**config.mk**
```make
export PLATFORM = sky130hd
export DESIGN_NAME = chan_select_adapter
export DESIGN_NICKNAME = d
export VERILOG_FILES = /design/src/rtl/chan_select_adapter.sv
export SDC_FILE = /design/constraint.sdc
export NUM_CORES = 1
export LEC_CHECK = 0
export BUFFER_PORTS_ARGS = -buffer_cell sky130_fd_sc_hd__buf_2
export CORE_ASPECT_RATIO = 1.25
export CORE_MARGIN = 2
export CORE_UTILIZATION = 30
export DETAILED_ROUTE_END_ITERATION = 16
export GPL_TIMING_DRIVEN = 0
export HOLD_SLACK_MARGIN = 0.15
export PLACE_DENSITY_LB_ADDON = 0.25
export SLEW_MARGIN = 20
export SYNTH_ARGS = -nofsm -noshare
export SYNTH_HDL_FRONTEND = slang
export SYNTH_SLANG_ARGS = --single-unit
```
**constraint.sdc**
```tcl
create_clock -name clk -period 3 [get_ports clk]
set_clock_uncertainty 0.2 [all_clocks]
set_input_delay 0.3 -clock clk [delete_from_list [all_inputs] [get_ports clk]]
set_output_delay 0.3 -clock clk [all_outputs]
set_load 0.01 [all_outputs]
```
**src/rtl/chan_select_adapter.sv**
```systemverilog
module chan_select_adapter #(
  parameter int AW       = 16,
  parameter int DW       = 32,
  parameter int NCH      = 4,
  parameter int WIN_BITS = 8,
  parameter int WR_CYC   = 3,
  parameter int RD_CYC   = 7
) (
  input  logic                clk,
  input  logic                rst_n,
  input  logic                req,
  input  logic                we,
  input  logic [AW-1:0]       addr,
  input  logic [DW-1:0]       wdata,
  output logic [DW-1:0]       rdata,
  output logic                stall,
  output logic                err,
  output logic                irq,
  output logic [NCH-1:0]      ch_en,
  output logic                ch_we,
  output logic [WIN_BITS-1:0] ch_addr,
  output logic [DW-1:0]       ch_wdata,
  input  logic [NCH*DW-1:0]   ch_rdata,
  input  logic [NCH-1:0]      ch_irq
);
  localparam int IDXW = AW - WIN_BITS;
  localparam int CW   = $clog2(RD_CYC + 1);
  localparam logic [CW-1:0] WR_LAST = CW'(WR_CYC - 2);
  localparam logic [CW-1:0] RD_LAST = CW'(RD_CYC - 2);
  localparam logic [CW-1:0] RD_CAPT = CW'(RD_CYC - 3);
  localparam logic [IDXW-1:0] REG_IDX = IDXW'(NCH);
  localparam logic [WIN_BITS-1:0] OFF_PEND = '0;
  localparam logic [WIN_BITS-1:0] OFF_MASK = WIN_BITS'(4);

  logic                busy, we_q;
  logic [CW-1:0]       cnt;
  logic [AW-1:0]       a_q;
  logic [DW-1:0]       wd_q, rd_q, sel, regval;
  logic [NCH-1:0]      pend, mask, clr;
  logic [IDXW-1:0]     idx;
  logic [WIN_BITS-1:0] off;
  logic                is_ch, is_reg, done;

  assign idx    = a_q[AW-1:WIN_BITS];
  assign off    = a_q[WIN_BITS-1:0];
  assign is_ch  = idx < REG_IDX;
  assign is_reg = (idx == REG_IDX) && (off == OFF_PEND || off == OFF_MASK);
  assign done   = busy && cnt == (we_q ? WR_LAST : RD_LAST);

  assign stall    = req & ~done;
  assign err      = done & ~(is_ch | is_reg);
  assign rdata    = rd_q;
  assign ch_we    = we_q;
  assign ch_addr  = off;
  assign ch_wdata = wd_q;
  assign irq      = |(pend & mask);

  for (genvar g = 0; g < NCH; g++) begin : g_en
    assign ch_en[g] = busy && idx == IDXW'(g);
  end

  always_comb begin
    sel = '0;
    for (int i = 0; i < NCH; i++)
      if (idx == IDXW'(i)) sel = ch_rdata[i*DW +: DW];
    regval = '0;
    if (is_reg) regval = (off == OFF_PEND) ? DW'(pend) : DW'(mask);
  end

  assign clr = (done && we_q && is_reg && off == OFF_PEND) ? wd_q[NCH-1:0] : '0;

  always_ff @(posedge clk) begin
    if (!rst_n) begin
      busy <= 1'b0;
      cnt  <= '0;
      a_q  <= '0;
      we_q <= 1'b0;
      wd_q <= '0;
      rd_q <= '0;
      pend <= '0;
      mask <= '1;
    end else begin
      if (!busy) begin
        if (req) begin
          busy <= 1'b1;
          cnt  <= '0;
          a_q  <= addr;
          we_q <= we;
          wd_q <= wdata;
        end
      end else if (done) begin
        busy <= 1'b0;
      end else begin
        cnt <= cnt + 1'b1;
      end
      if (busy && !we_q && cnt == RD_CAPT) rd_q <= is_ch ? sel : regval;
      if (done && we_q && is_reg && off == OFF_MASK) mask <= wd_q[NCH-1:0];
      pend <= (pend & ~clr) | ch_irq;
    end
  end
endmodule

```
Yosys cells after proc, flatten, opt, wreduce, memory -nomap -nowiden
Cells that the tools add are included.
{ "op_classes": {"reduce_logical": 20, "bitwise": 10, "muxes": 15, "n_eq_ne": 8, "magnitude_cmp": 1, "addsub": 1} }
{ "op_table": {"columns": ["op", "count"], "rows": [
  ["two-way mux 32 bit", 5],
  ["== test 8 x 2 -> 1 bit (second input constant)", 2],
  ["== test 8 x 3 -> 1 bit (second input constant)", 2],
  ["logical NOT 8 bit", 2],
  ["logical AND 1 bit", 12],
  ["two-way mux 3 bit", 4],
  ["two-way mux 4 bit", 3],
  ["AND 4 bit", 2],
  ["== test 8 x 1 -> 1 bit (second input constant)", 1],
  ["less-than comparator 8 x 3 -> 1 bit (second input constant)", 1],
  ["NOT 4 bit", 1],
  ["OR 4 bit", 1],
  ["AND reduction 2 bit", 2],
  ["OR reduction 4 bit", 1],
  ["adder 3 x 1 -> 3 bit (second input constant)", 1],
  ["== test 3 bit", 1],
  ["== test 3 bit (second input constant)", 1],
  ["two-way mux 1 bit", 3],
  ["NOT 1 bit", 3],
  ["AND 1 bit", 2],
  ["inequality test 2 bit (second input constant)", 1],
  ["nonzero test 2 bit", 1],
  ["logical NOT 1 bit", 1],
  ["logical OR 1 bit", 1],
  ["OR 1 bit", 1]
]} }
{ "totals": {"ff_bits": 93, "wordCells": 63} }

Logic depth before layout (Yosys ltp)
{ "logic_depth": {"ltp_word": 10, "mapped_depth": 8} }

Worst setup path before layout
No wires, ideal clock.
{ "synth_timing": {"kind": "register -> register", "from": "register a_q[11]", "to": "register mask[0]", "slack_ns": 0.960, "n_path_buf": 1, "t_required_ns": 2.738, "setup_time_ns": 0.062, "arrival_ns": 1.778, "stages_incl_launch_ff": 6, "synth_period_minus_slack_ns": 2.040, "cell_sequence": "dfxtp_1 > or4_4 > or3_1 > clkbuf_2 > or3_1 > nand3_1"} }
{ "synth_between": {"elab_chain_cells": 4} }
{ "synth_rtl": {"columns": ["item", "line", "text"], "rows": [
  ["start: declaration", "37", "logic [AW-1:0] a_q;"],
  ["start signal: assignment", "87", "a_q <= addr;"],
  ["== test 8 x 3 -> 1 bit", "47", "assign is_reg = (idx == REG_IDX) && (off == OFF_PEND || off == OFF_MASK);"],
  ["logical AND 1 bit", "47", null],
  ["logical AND 1 bit (2 in a row)", "97", "if (done && we_q && is_reg && off == OFF_MASK) mask <= wd_q[NCH-1:0];"],
  ["end signal: assignment", "97", null],
  ["end: declaration", "39", "logic [NCH-1:0] pend, mask, clr;"]
]} }
No other way between the ends.
A chain may end at the register's enable or synchronous reset.

Worst setup path in the final report
{ "layout_timing": {"from": "register a_q[11]", "to": "register rd_q[6], in the netlist rdata[6]"} }
{ "layout_between": {"elab_chain_cells": 6} }
{ "layout_rtl": {"columns": ["item", "line", "text"], "rows": [
  ["logical NOT 8 bit", "65", "if (idx == IDXW'(i)) sel = ch_rdata[i*DW +: DW];"],
  ["two-way mux 32 bit (4 in a row)", "65", null],
  ["two-way mux 32 bit *", "96", "if (busy && !we_q && cnt == RD_CAPT) rd_q <= is_ch ? sel : regval;"],
  ["end signal: assignment", "96", null],
  ["end: declaration", "38", "logic [DW-1:0] wd_q, rd_q, sel, regval;"]
]} }
Every way passes the cells marked *; elsewhere a longest branch is shown, timed or not.

==> flow_summary_export.csv <==
group,metric,value,unit
run_status,status,"complete, no violations",
hold_path,hold_depth,3,
final_layout,final_nets,1080,
hold_path,hold_class,"input pin to register",
hold_path,hold_start,"ch_rdata[60]",
synthesis,synthTopCellsByArea,"dfxtp_1, nand2_1, a21boi_0, mux2_2, o31ai_1",
run,maxCapViolations,0,
sta,max_freq,365,MHz
clock_network,insertion_delay,330,ps
synthesis,synth_top_area_share,41.6,%
sta,worst_slew_pin_slew,866,ps
drt,wl_per_cell,14.9,um
final_layout,n_fill_cell,1427,
clock_network,clkTransAtPathRegs,60,ps
synthesis,yosysMostFrequentCell,"nand2_1",
sta,hold_viol,0,
critical_path,reg2reg_slack,260,ps
pwr,leakage,3.31,nW
placed_design,place_congestion,0.765,
global_route,grt_max_degree,15,
clock_network,cts_tree,"yes",
final_layout,fin_util,49.6,%
sta,setup-tns-final,0,ps
drt,drtAntennaViolNets,0,
final_layout,drive_gt1_share,37.1,%
synthesis,synth_area_leader_cell,"dfxtp_1",
clock_network,cts_max_level,3,
critical_path,rr_endpoint,"rdata[6]",
drt,first_pass_iters,4,
global_route,grt_remaining_overflow,0,
critical_path,critPathKind,"register to register",
synthesis,synth_enable_flop_cells,0,
global_route,grt.total_usage,19.8,%
synthesis,synthTopCellsByCount,"nand2_1, dfxtp_1, a21boi_0",
drt,drc,0,
drt,routedLengthMet1,6590,um
synthesis,seq_area_frac_synth,41.6,%
clock_network,ctsLongestPathBuffers,2,
critical_path,worstRegToRegCells,6,
drt,wl_met2,7940,um
drt,maxUsedRoutingLayer,"met4",
floorplanning,fp-row-count,49,
drt,routed-via-count,5102,
critical_path,max_stage_delay,580,ps
drt,wl_met3,1120,um
sta,min_period,2740,ps
placed_design,portBuffers,263,
synthesis,syn_area_per_cell,8.45,um^2
global_route,grt_pass1_wl,25200,um
critical_path,cp_max_fo,10,
synthesis,synth.net_count,717,
synthesis,ys.flop_type,"dfxtp_1",
floorplanning,die_x,113,um
sta,max_slew_margin,42.1,%
critical_path,path_cells,"or4_4 > nor3_4 > nand3_2 > buf_2 > o31ai_1 > dlygate4sd3_1",
placed_design,hpwl,11900,um
final_layout,syn_to_final_growth,60.2,%
sta,drv_slew,0,
global_route,antenna_found_initial,0,
sta,rsz0062_at_grt,"no",
clock_network,cts_buffers,9,
critical_path,crit_arrival,2820,ps
critical_path,cp.required,3080,ps
final_layout,diodes,0,
synthesis,syn_area,4480,um^2
pwr,p_per_area,410,nW/um^2
drt,wirelength,16000,um
sta,post-route-period-util,91.3,%
floorplanning,start_util,30.9,%
critical_path,r2r_start,"a_q[11]",
synthesis,synthArstFlopShare,0,%
floorplanning,io-pin-count,264,
floorplanning,die_area,15900,um^2
global_route,grt_pass1_vias,5158,
floorplanning,die_h,141,um
clock_network,root_buffer,"clkbuf_16",
hold_path,holdPathEnd,"rdata[28]",
critical_path,endpoint_kind,"register",
synthesis,synthesis.instances,530,
drt,drt-vias-per-instance,4.75,
pwr,ir_drop,0.000245,V
critical_path,crit_path_top_delay_cell,"or4_4",
synthesis,ys_warn_count,0,
clock_network,clock-sinks,93,
synthesis,ys_seq_elements,93,
synthesis,synth.distinct_cells,42,
floorplanning,core-area,14500,um^2
sta,finalSetupViolations,0,
critical_path,start_kind,"register",
drt,first_iter_violations,196,
cell type report:
class / instances / area (um^2) / area share (%)
multi-input cells: 381 / 2370 / 33.0
repair buffers: 352 / 2200 / 30.7
flip-flops and latches: 93 / 1860 / 26.0
clock buffers: 11 / 233 / 3.24
plain buffers: 48 / 229 / 3.19
well taps: 178 / 223 / 3.11
inverters: 8 / 30.0 / 0.419
clock inverters: 4 / 26.3 / 0.366
per-layer routing:
| layer | vias up | global-route usage (%) |
|---|---|---|
| li1 | 2575 | - |
| met1 | 2297 | 22.1 |
| met2 | 206 | 36.6 |
| met3 | 24 | 5.20 |
| met4 | 0 | 5.84 |
| met5 | - | 0 |
metrics by stage:
step           instance area, um^2  setup slack [ps]  hold slack [ps]  power (mW)  instances
4_1_cts                       7150              7.05              151        2.98       1073
5_1_grt                       7170              34.4              157        3.11       1075
3_5_place_dp                  6020               134              235        1.85        971
6_report                      7170               262              158        2.94       1075
2_1_floorplan                 4480               960              245        1.61        530
3_3_place_gp                  6020               167              231        1.85        971
registers in the layout, indices dropped and copies added (netlist names):
register	count
ch_wdata	32
pend	4
rdata	32
busy	1
mask	4
ch_we	1
cnt	3
a_q	16
where the power goes:
group	total, mW	switching, mW	internal [mW]
sequential	1.31	0.0328	1.28
clock	1.03	0.477	0.557
combinational	0.590	0.276	0.314
total	2.94	0.786	2.15
cells in the final DEF, fill, tap and decap left out, types with 6 or more instances in the layout:
master,count
buf_2,267
nand2_1,136
dfxtp_1,93
dlygate4sd3_1,87
a21boi_0,53
nor2_1,32
clkbuf_1,29
o31ai_1,29
mux2_2,25
o22ai_1,25
buf_4,11
nand3_1,9
clkbuf_16,9
inv_1,8
mux4_2,7
or3_1,6
a22oi_1,6
cells by family (layout without fill, tap and decap cells):
logic type      Yosys count  in the layout  share of synthesized area [%]
buf+inv                  56            423                           5.67
flops                    93             93                           41.6
compound gates          131            131                           20.5
fa+ha+maj                 3              3                          0.838
xor+xnor                  1              1                          0.196
simple gates            209            209                           20.3
mux                      37             37                           10.9
how the worst max path moves through the flow:
stage | from | end
final | a_q[11] | rdata[6]
after detailed placement | a_q[9] | ch_en[3]
after global routing | a_q[8] | rdata[23]
after floorplan | a_q[11] | mask[0]
after CTS | a_q[9] | ch_en[3]
after global placement | a_q[9] | ch_en[3]
worst max-delay path: cells and delay by family (launching register included):
family	cells	cell delay, ps
AO/OA/AOI/OAI	1	270
buffers and inverters	2	820
flip-flops	1	340
AND/OR/NAND/NOR	3	1040
timing repair:
action                     in CTS  in global routing
gates resized for setup         1                  6
pin swaps                       0                  1
setup buffers                   0                  2
hold endpoints to repair       78                  0
hold buffers                   87                  0
setup endpoints to repair       1                 10
(Power assumes the default switching activity.)
